### src/rtl/pwr_oe_pkg.sv
package pwr_oe_pkg;
  localparam int unsigned DATA_W = 8;
  localparam int unsigned ADDR_W = 2;

  localparam logic [ADDR_W-1:0] ADR_OE  = 2'd0;
  localparam logic [ADDR_W-1:0] ADR_PWR = 2'd1;
  localparam logic [ADDR_W-1:0] ADR_TMO = 2'd2;

  typedef enum logic [1:0] {
    PF_OFF_KEEP_SOG = 2'b00,
    PF_OFF_ALL      = 2'b01,
    PF_ON_KEEP_SOG  = 2'b10,
    PF_ON_ALL       = 2'b11
  } pin_func_e;

  typedef struct packed {
    logic      prim_en;
    logic      sec_en;
    logic      all_tri;
    logic      sog_tri;
    logic      sw_pd;
    logic      pin_pol;
    pin_func_e pin_func;
    logic      auto_en;
  } ctl_t;
endpackage

### src/rtl/pwr_oe_regs.sv
module pwr_oe_regs
  import pwr_oe_pkg::*;
#(
  parameter int unsigned TMO_W   = 8,
  parameter int unsigned TMO_RST = 32
) (
  input  logic              clk_i,
  input  logic              rst_ni,
  input  logic              we_i,
  input  logic [ADDR_W-1:0] waddr_i,
  input  logic [DATA_W-1:0] wdata_i,
  input  logic [ADDR_W-1:0] raddr_i,
  output logic [DATA_W-1:0] rdata_o,
  output ctl_t              ctl_o,
  output logic [TMO_W-1:0]  tmo_o
);
  ctl_t             ctl_q;
  logic [TMO_W-1:0] tmo_q;

  always_ff @(posedge clk_i or negedge rst_ni) begin
    if (!rst_ni) begin
      ctl_q <= '{prim_en: 1'b1, sec_en: 1'b0, all_tri: 1'b0, sog_tri: 1'b0,
                 sw_pd: 1'b0, pin_pol: 1'b1, pin_func: PF_OFF_KEEP_SOG,
                 auto_en: 1'b1};
      tmo_q <= TMO_W'(TMO_RST);
    end else if (we_i) begin
      case (waddr_i)
        ADR_OE: begin
          ctl_q.prim_en <= wdata_i[0];
          ctl_q.sec_en  <= wdata_i[1];
          ctl_q.all_tri <= wdata_i[2];
          ctl_q.sog_tri <= wdata_i[3];
        end
        ADR_PWR: begin
          ctl_q.sw_pd    <= wdata_i[0];
          ctl_q.pin_pol  <= wdata_i[1];
          ctl_q.pin_func <= pin_func_e'(wdata_i[3:2]);
          ctl_q.auto_en  <= wdata_i[4];
        end
        ADR_TMO: tmo_q <= wdata_i[TMO_W-1:0];
        default: ;
      endcase
    end
  end

  always_comb begin
    rdata_o = '0;
    case (raddr_i)
      ADR_OE:  rdata_o[3:0] = {ctl_q.sog_tri, ctl_q.all_tri, ctl_q.sec_en, ctl_q.prim_en};
      ADR_PWR: rdata_o[4:0] = {ctl_q.auto_en, ctl_q.pin_func, ctl_q.pin_pol, ctl_q.sw_pd};
      ADR_TMO: rdata_o = DATA_W'(tmo_q);
      default: rdata_o = '0;
    endcase
  end

  assign ctl_o = ctl_q;
  assign tmo_o = tmo_q;
endmodule

### src/rtl/sync_watch.sv
module sync_watch #(
  parameter int unsigned TMO_W = 8
) (
  input  logic             clk_i,
  input  logic             rst_ni,
  input  logic             sync_i,
  input  logic [TMO_W-1:0] tmo_i,
  output logic             lost_o
);
  logic             sync_q;
  logic [TMO_W-1:0] cnt_q;
  logic             edge_seen;

  assign edge_seen = sync_i ^ sync_q;

  always_ff @(posedge clk_i or negedge rst_ni) begin
    if (!rst_ni) begin
      sync_q <= 1'b0;
      cnt_q  <= '0;
    end else begin
      sync_q <= sync_i;
      if (edge_seen)          cnt_q <= '0;
      else if (cnt_q < tmo_i) cnt_q <= cnt_q + 1'b1;
    end
  end

  assign lost_o = (cnt_q >= tmo_i);

  // an edge restarts the window
  a_r9_edge_clears: assert property (@(posedge clk_i) disable iff (!rst_ni)
    (edge_seen && $stable(tmo_i) && tmo_i != '0) |=> !lost_o);
endmodule

### src/rtl/oe_decode.sv
module oe_decode
  import pwr_oe_pkg::*;
(
  input  logic clk_i,
  input  logic rst_ni,
  input  ctl_t ctl_i,
  input  logic pin_i,
  input  logic sync_lost_i,
  output logic pd_o,
  output logic prim_oe_o,
  output logic sec_oe_o,
  output logic clksync_oe_o,
  output logic sog_oe_o
);
  logic pin_act, auto_pd, pin_pd, pin_all, main_tri, sog_off, pd_d;

  assign pin_act  = ctl_i.pin_pol ? pin_i : ~pin_i;
  assign auto_pd  = ctl_i.auto_en & sync_lost_i;
  assign pin_pd   = pin_act & ~ctl_i.pin_func[1];
  assign pin_all  = pin_act & ctl_i.pin_func[0];
  assign pd_d     = ctl_i.sw_pd | pin_pd | auto_pd;
  assign main_tri = ctl_i.sw_pd | ctl_i.all_tri | pin_act | auto_pd;
  assign sog_off  = ctl_i.sog_tri | pin_all;

  always_ff @(posedge clk_i or negedge rst_ni) begin
    if (!rst_ni) begin
      pd_o         <= 1'b0;
      prim_oe_o    <= 1'b1;
      sec_oe_o     <= 1'b0;
      clksync_oe_o <= 1'b1;
      sog_oe_o     <= 1'b1;
    end else begin
      pd_o         <= pd_d;
      prim_oe_o    <= ~main_tri & ctl_i.prim_en;
      sec_oe_o     <= ~main_tri & ctl_i.sec_en;
      clksync_oe_o <= ~main_tri;
      sog_oe_o     <= ~sog_off;
    end
  end

  a_r5_swpd_floats: assert property (@(posedge clk_i) disable iff (!rst_ni)
    $past(ctl_i.sw_pd) |-> (pd_o && !clksync_oe_o && !prim_oe_o && !sec_oe_o));
  a_r7_sec_gated: assert property (@(posedge clk_i) disable iff (!rst_ni)
    !$past(ctl_i.sec_en) |-> !sec_oe_o);
  a_r4_pin_stay_on: assert property (@(posedge clk_i) disable iff (!rst_ni)
    $past(pin_act && ctl_i.pin_func[1] && !ctl_i.sw_pd && !auto_pd) |-> !pd_o);
  a_r3_quiet_pin: assert property (@(posedge clk_i) disable iff (!rst_ni)
    $past(!pin_act && !ctl_i.sw_pd && !ctl_i.all_tri && !ctl_i.sog_tri && !auto_pd)
      |-> (sog_oe_o && clksync_oe_o && !pd_o));
  a_r6_sog_exempt: assert property (@(posedge clk_i) disable iff (!rst_ni)
    $past(!pin_act && !ctl_i.sog_tri) |-> sog_oe_o);
endmodule

### src/rtl/pwr_oe_ctrl.sv
module pwr_oe_ctrl
  import pwr_oe_pkg::*;
#(
  parameter int unsigned TMO_W   = 8,
  parameter int unsigned TMO_RST = 32
) (
  input  logic       clk_i,
  input  logic       rst_ni,
  input  logic       reg_we_i,
  input  logic [1:0] reg_waddr_i,
  input  logic [7:0] reg_wdata_i,
  input  logic [1:0] reg_raddr_i,
  output logic [7:0] reg_rdata_o,
  input  logic       pd_pin_i,
  input  logic       sync_i,
  output logic       pd_o,
  output logic       prim_oe_o,
  output logic       sec_oe_o,
  output logic       clksync_oe_o,
  output logic       sog_oe_o
);
  ctl_t             ctl;
  logic [TMO_W-1:0] tmo;
  logic             lost;

  pwr_oe_regs #(.TMO_W(TMO_W), .TMO_RST(TMO_RST)) regs_i (
    .clk_i, .rst_ni, .we_i(reg_we_i), .waddr_i(reg_waddr_i), .wdata_i(reg_wdata_i),
    .raddr_i(reg_raddr_i), .rdata_o(reg_rdata_o), .ctl_o(ctl), .tmo_o(tmo)
  );

  sync_watch #(.TMO_W(TMO_W)) watch_i (
    .clk_i, .rst_ni, .sync_i, .tmo_i(tmo), .lost_o(lost)
  );

  oe_decode dec_i (
    .clk_i, .rst_ni, .ctl_i(ctl), .pin_i(pd_pin_i), .sync_lost_i(lost),
    .pd_o, .prim_oe_o, .sec_oe_o, .clksync_oe_o, .sog_oe_o
  );

  // auto power-down acts only when enabled
  a_r8_auto_off: assert property (@(posedge clk_i) disable iff (!rst_ni)
    $past(!ctl.auto_en && !ctl.sw_pd && !ctl.all_tri && ctl.pin_pol && !pd_pin_i)
      |-> clksync_oe_o);
endmodule

### config.mk
export PLATFORM = sky130hd
export DESIGN_NAME = pwr_oe_ctrl
export DESIGN_NICKNAME = d
export VERILOG_FILES = /design/src/rtl/pwr_oe_pkg.sv /design/src/rtl/pwr_oe_regs.sv /design/src/rtl/sync_watch.sv /design/src/rtl/oe_decode.sv /design/src/rtl/pwr_oe_ctrl.sv
export SDC_FILE = /design/constraint.sdc
export NUM_CORES = 1
export LEC_CHECK = 0
export CORE_MARGIN = 2
export CORE_UTILIZATION = 52
export DETAILED_ROUTE_END_ITERATION = 8
export PLACE_DENSITY = 0.79
export RECOVER_POWER = 50
export SYNTH_ARGS = -nofsm -noshare
export SYNTH_HDL_FRONTEND = slang
export SYNTH_HIERARCHICAL = 1
export SYNTH_SLANG_ARGS = --single-unit
### constraint.sdc
create_clock -name clk_i -period 2.6 [get_ports clk_i]
set_input_delay 0.78 -clock clk_i [delete_from_list [all_inputs] [get_ports clk_i]]
set_output_delay 0.78 -clock clk_i [all_outputs]
set_load 0.1 [all_outputs]
Yosys cells after proc, flatten, opt, wreduce, memory -nomap -nowiden
Cells that the tools add are included.
W data, S select, Z words.
{"block": "totals", "regBits": 31, "inputBits": 17, "out_inout_bits": 13, "word_cells": 51}
{"block": "op_classes", "addsub": 1, "order_cmp": 2, "n_eq_ne": 4, "muxes": 6, "bitwise_logic": 16, "reduce_logical": 6}
{"op": "$mux W8", "n": 2}
{"op": "$pmux W4 S3", "n": 1}
{"op": "$add A8 B1 Y8 const B", "n": 1}
{"op": "$ge A8 B8 Y1", "n": 1}
{"op": "$lt A8 B8 Y1", "n": 1}
{"op": "$or A1 B1 Y1", "n": 6}
{"op": "$reduce_and A2 Y1", "n": 3}
{"op": "$and A1 B1 Y1", "n": 5}
{"op": "$eq A2 B1 Y1 const B", "n": 2}
{"op": "$eq A2 B2 Y1 const B", "n": 2}
{"op": "$logic_not A2 Y1", "n": 2}
{"op": "$not A1 Y1", "n": 4}
{"op": "$mux W3", "n": 1}
{"op": "$pmux W1 S2", "n": 1}
{"op": "$reduce_bool A2 Y1", "n": 1}
{"op": "$mux W1", "n": 1}
{"op": "$xor A1 B1 Y1", "n": 1}

Longest topological paths before layout
Gate-level depths: netlist of run 1.
{"block": "depth", "word_depth": 6, "ltp_mapped": 8, "depth_no_buf": 8}

Hierarchy
The synthesis of run 1 kept the hierarchy.
{"mod": "pwr_oe_regs", "instances": 1, "cells_each": 56, "area_per_inst_um2": 813.3, "seq_area_each_um2": 430.4}
{"mod": "sync_watch", "instances": 1, "cells_each": 74, "area_per_inst_um2": 679.4, "seq_area_each_um2": 225.2}
{"mod": "oe_decode", "instances": 1, "cells_each": 13, "area_per_inst_um2": 185.2, "seq_area_each_um2": 128.9}

Least setup slack after synthesis of run 1
Ideal clock, no wire load.
{"block": "synth_timing", "kind": "input-to-output", "from": "input port reg_raddr_i[0]", "to": "output port reg_rdata_o[4]", "t_arrival_ns": 2.530, "required_ns": 1.820, "setup_slack_ns": -0.710, "path_stages": 4, "n_path_buf": 0, "cell_sequence": "inv_1 ha_1 a22oi_1 nor2b_1"}
{"block": "synth_via", "elab_chain_cells": 2, "word_cells_on_any_way": 3, "cone_classes": "eq/ne (2); mux (1)"}
{"item": "from (decl)", "line": "pwr_oe_ctrl.sv:12", "text": "input logic [1:0] reg_raddr_i,"}
{"item": "$eq A2 B2 Y1 or $eq A2 B1 Y1 (tied branches)", "line": "pwr_oe_regs.sv:48", "text": "case (raddr_i)"}
{"item": "$pmux W1 S2 (*)", "line": "pwr_oe_regs.sv:48"}
{"item": "to (decl)", "line": "pwr_oe_ctrl.sv:13", "text": "output logic [7:0] reg_rdata_o,"}
Mark *: on every way between the ends. The rest lies on a longest branch, timed or not.

Worst setup path in the final report of run 1
{"block": "layout_timing", "from": "input port reg_raddr_i[0]", "to": "output port reg_rdata_o[3]"}
{"block": "layout_via", "elab_chain_cells": 2, "word_cells_on_any_way": 4, "cone_classes": "eq/ne (2); mux (1); reduce/logical (1)"}
{"item": "$eq A2 B2 Y1 (tied with other cells)", "line": "pwr_oe_regs.sv:48"}
{"item": "$pmux W4 S3 (*)", "line": "pwr_oe_regs.sv:48"}
Marks and branches as above.

==> key figures, run 1 <==
Outcome
  – Status: finished, violations left
  – Failing checks: capacitance limit, slew limit, setup timing

Floorplanning
  – Die width: 60.8 um
  – Placement row count: 20
  – Initial Util: 55.0%
  – Io pins: 30
  – DIE AREA: 0.00370 mm2
  – Die Span Y: 60.8 um
  – Placeable Area: 0.00305 mm2

Global route
  – GRT Util Overall: 22.6%
  – Largest net degree at the start of global routing: 32
  – Vias in the first global route: 1331
  – Initial antenna violation count: 0
  – GRT overflow: 0
  – Global-route wire length before repair: 6080 um

Logic synthesis
  – Xor/xnor share of the synthesized area: 1.04%
  – Top post-synthesis cells by area: dfrtp_1 36%, mux2_2 11%, dfstp_2 11%
  – Adder-cell share of the synthesized area: roughly a tenth
  – Yosys cell types: 39
  – Seq/Total Area, Yosys: 46.8%
  – Largest area contributor in the synthesized netlist: dfrtp_1
  – Post-synthesis mux area share: 11.4%
  – EDFF count, synth: 0
  – Synth Area in Compound Gates: 13.8%
  – Syn Nets: 173
  – Most common cell in the netlist: dfrtp_1
  – Synth Register Bits: 31
  – Synthesis warning total: 6
  – Top cell type's share of synthesized area: 35.8%
  – Synth cell count leaders: 24 x dfrtp_1, 17 x mux2_2, 13 x ha_1, 12 x inv_1, 11 x a21oi_1
  – Mapped Cells: 143
  – Post-synthesis simple-gate area fraction: 13.9%
  – Ys async rst share: 100%
  – Largest family of logic cells by synthesized area: simple AND/OR/NAND/NOR gates
  – Netlist Area Pre-Place: 0.00168 mm2
  – Main synth FF type: dfrtp_1
  – Avg Synthesized Cell Area: 11.7 um2

Timing
  – Final setup TNS: -70.2 ps
  – Relative slew slack: -7.17%
  – Fin worst setup slack: -67.5 ps
  – Max Clock Freq: 375 MHz
  – Measured slew at the worst slew-check pin: 1610 ps
  – Hold_ws: approximately 460 ps
  – Post-route clock skew: 8.03 ps
  – Max Slew Vio Count: 32
  – Final setup viols: 2
  – Final period util: 103%
  – Final hold viol count: 0
  – Min cycle time layout: about 2700 ps
  – RSZ-0062 raised after global routing: yes

CTS
  – # H-tree levels: 2
  – CTS tree: built
  – CTS buffer count: 5
  – Root Driver: clkbuf_4
  – Setup bufs post-CTS: 0
  – Worst-path clk slew: 100 ps
  – Skew-Pair Late Insertion Delay: 320 ps
  – CTS Sinks: 31
  – Clock tree buffer depth: 2

Layout
  – Inserted Diodes: 0
  – Filler cells: 222
  – Area added between synthesis and finish: 37.4%
  – Share of layout cells above drive strength 1: 40.6%
  – Layout Nets: 216
  – Final Util: 75.5%

Drt
  – Post-route DRC: 0
  – Pre-Repair DR Iteration Count: 6
  – DRT iter0 DRCs: 103
  – Vias per inst: 5.71
  – Via count: 1319
  – Wirelength per Cell: 15.8 um
  – ANT nets after route: 0
  – Total Wirelength: 3650 um

Setup path
  – R2R Setup Slk: 430 ps
  – CP max FO: 5
  – Crit start category: input pin
  – Crit path capture type: output port
  – WP data required: 1820 ps
  – Worst Setup Path Type: in -> out
  – Arrival time worst endpoint: 1890 ps

Power
  – Maximum VDD drop: between 0.4 and 0.5 mV
  – Power Density: just under 700 mW/mm2
  – Leakage Power: 0.986 nW

Placed design
  – Detail Placement HPWL: 2730 um
  – Port-buffer cells: 29
  – RePlAce Congestion: 0.844
  – Setup WS pre-CTS: -551 ps

Run
  – Max-cap violations: 1

Worst hold path
  – Worst min path class: reg -> reg
## power by group
part	total [mW]	switching, mW	internal, mW
Sequential	0.632	0.0614	0.571
Combinational	0.602	0.367	0.235
Clock	0.321	0.163	0.158
Total	1.56	0.592	0.964
## cell families after synthesis
family          Yosys count
compound gates           33
flops                    31
mux                      17
buf+inv                  13
xor+xnor                  2
simple gates             34
fa+ha+maj                13
## layer usage
metal | vias up | wire, um | GRT usage (%)
met4 | 0 | 40 | 8.07
met5 | - | 0 | 0
met3 | 6 | 163 | 5.97
met2 | 34 | 1930 | 39.9
li1 | 619 | - | -
met1 | 660 | 1520 | 26.5
## cell type report
| class | instances | area, um2 | share of cell area, % |
|---|---|---|---|
| multi-input cells | 99 | 903 | 39.2 |
| flip-flops and latches | 31 | 785 | 34.0 |
| repair buffers | 37 | 434 | 18.8 |
| clock buffers | 7 | 65.1 | 2.82 |
| inverters | 12 | 55.1 | 2.39 |
| well taps | 44 | 55.1 | 2.39 |
| clock inverters | 1 | 7.51 | 0.326 |
## registers in the layout (all words and copies together) (netlist names)
signal / count
regs_i/ctl_o: 9
dec_i/sog_oe_o: 1
dec_i/prim_oe_o: 1
watch_i/sync_q: 1
watch_i/cnt_q: 8
dec_i/pd_o: 1
dec_i/clksync_oe_o: 1
dec_i/sec_oe_o: 1
regs_i/tmo_o: 8
## path summary, 6_finish.rpt
check	from	endpoint	depth (start not counted)
worst max-delay path	reg_raddr_i[0]	reg_rdata_o[3]	7
worst min-delay path	regs_i/ctl_o[5]	dec_i/sog_oe_o	1
worst max register to register	regs_i/tmo_o[5]	watch_i/cnt_q[5]	7
worst min register to register	regs_i/ctl_o[5]	dec_i/sog_oe_o	1
max in group asynchronous	rst_ni	watch_i/cnt_q[7]	2
min in group asynchronous	rst_ni	regs_i/ctl_o[4]	2
## timing repair
| action | 4_1_cts | 5_1_grt |
|---|---|---|
| endpoints found under the hold margin | 0 | 0 |
| resized for setup | 26 | 2 |
| hold buffers | 0 | 0 |
| setup endpoints to repair | 8 | 5 |
| pin swaps | 4 | 4 |
## cell usage in the layout (no fill, tap or decap), drive strengths merged, types with 2 or more instances in the layout
cell type,count
o31ai,2
ha,13
inv,12
dfstp,7
nand2,5
o211ai,2
a21oi,13
or3,2
nor2,5
nand3b,3
a21o,3
and2,3
o21ai,5
nor4b,2
a222oi,4
nor2b,2
nand4,3
mux2,17
clkbuf,8
buf,22
dlygate4sd3,4
clkdlybuf4s50,10
nand3,3
dfrtp,24
## critical path, stage by stage
cell and delay, ps:
buf_12 90, inv_6 40, ha_4 170, a222oi_1 410
buf_4 200, nor2_4 40, buf_12 180
## through the flow
step                instance area [um2]  instances  total power, mW
global placement                   2180        223             1.21
finish                             2300        231             1.56
global route                       2300        231             1.64
detailed placement                 2180        223             1.23
CTS                                2310        231             1.56
floorplan                          1720        143             1.03
(Power assumes the default switching activity.)
==> inputs of run 2 (changes only) <==
--- a/config.mk
+++ b/config.mk
@@ -8,6 +8,7 @@
 export CORE_MARGIN = 2
 export CORE_UTILIZATION = 52
 export DETAILED_ROUTE_END_ITERATION = 8
+export HOLD_SLACK_MARGIN = 0.02
 export PLACE_DENSITY = 0.79
 export RECOVER_POWER = 50
 export SYNTH_ARGS = -nofsm -noshare
==> results of run 2 <==
Same layout as run 1: the final DEF is identical, and so are final timing and power.
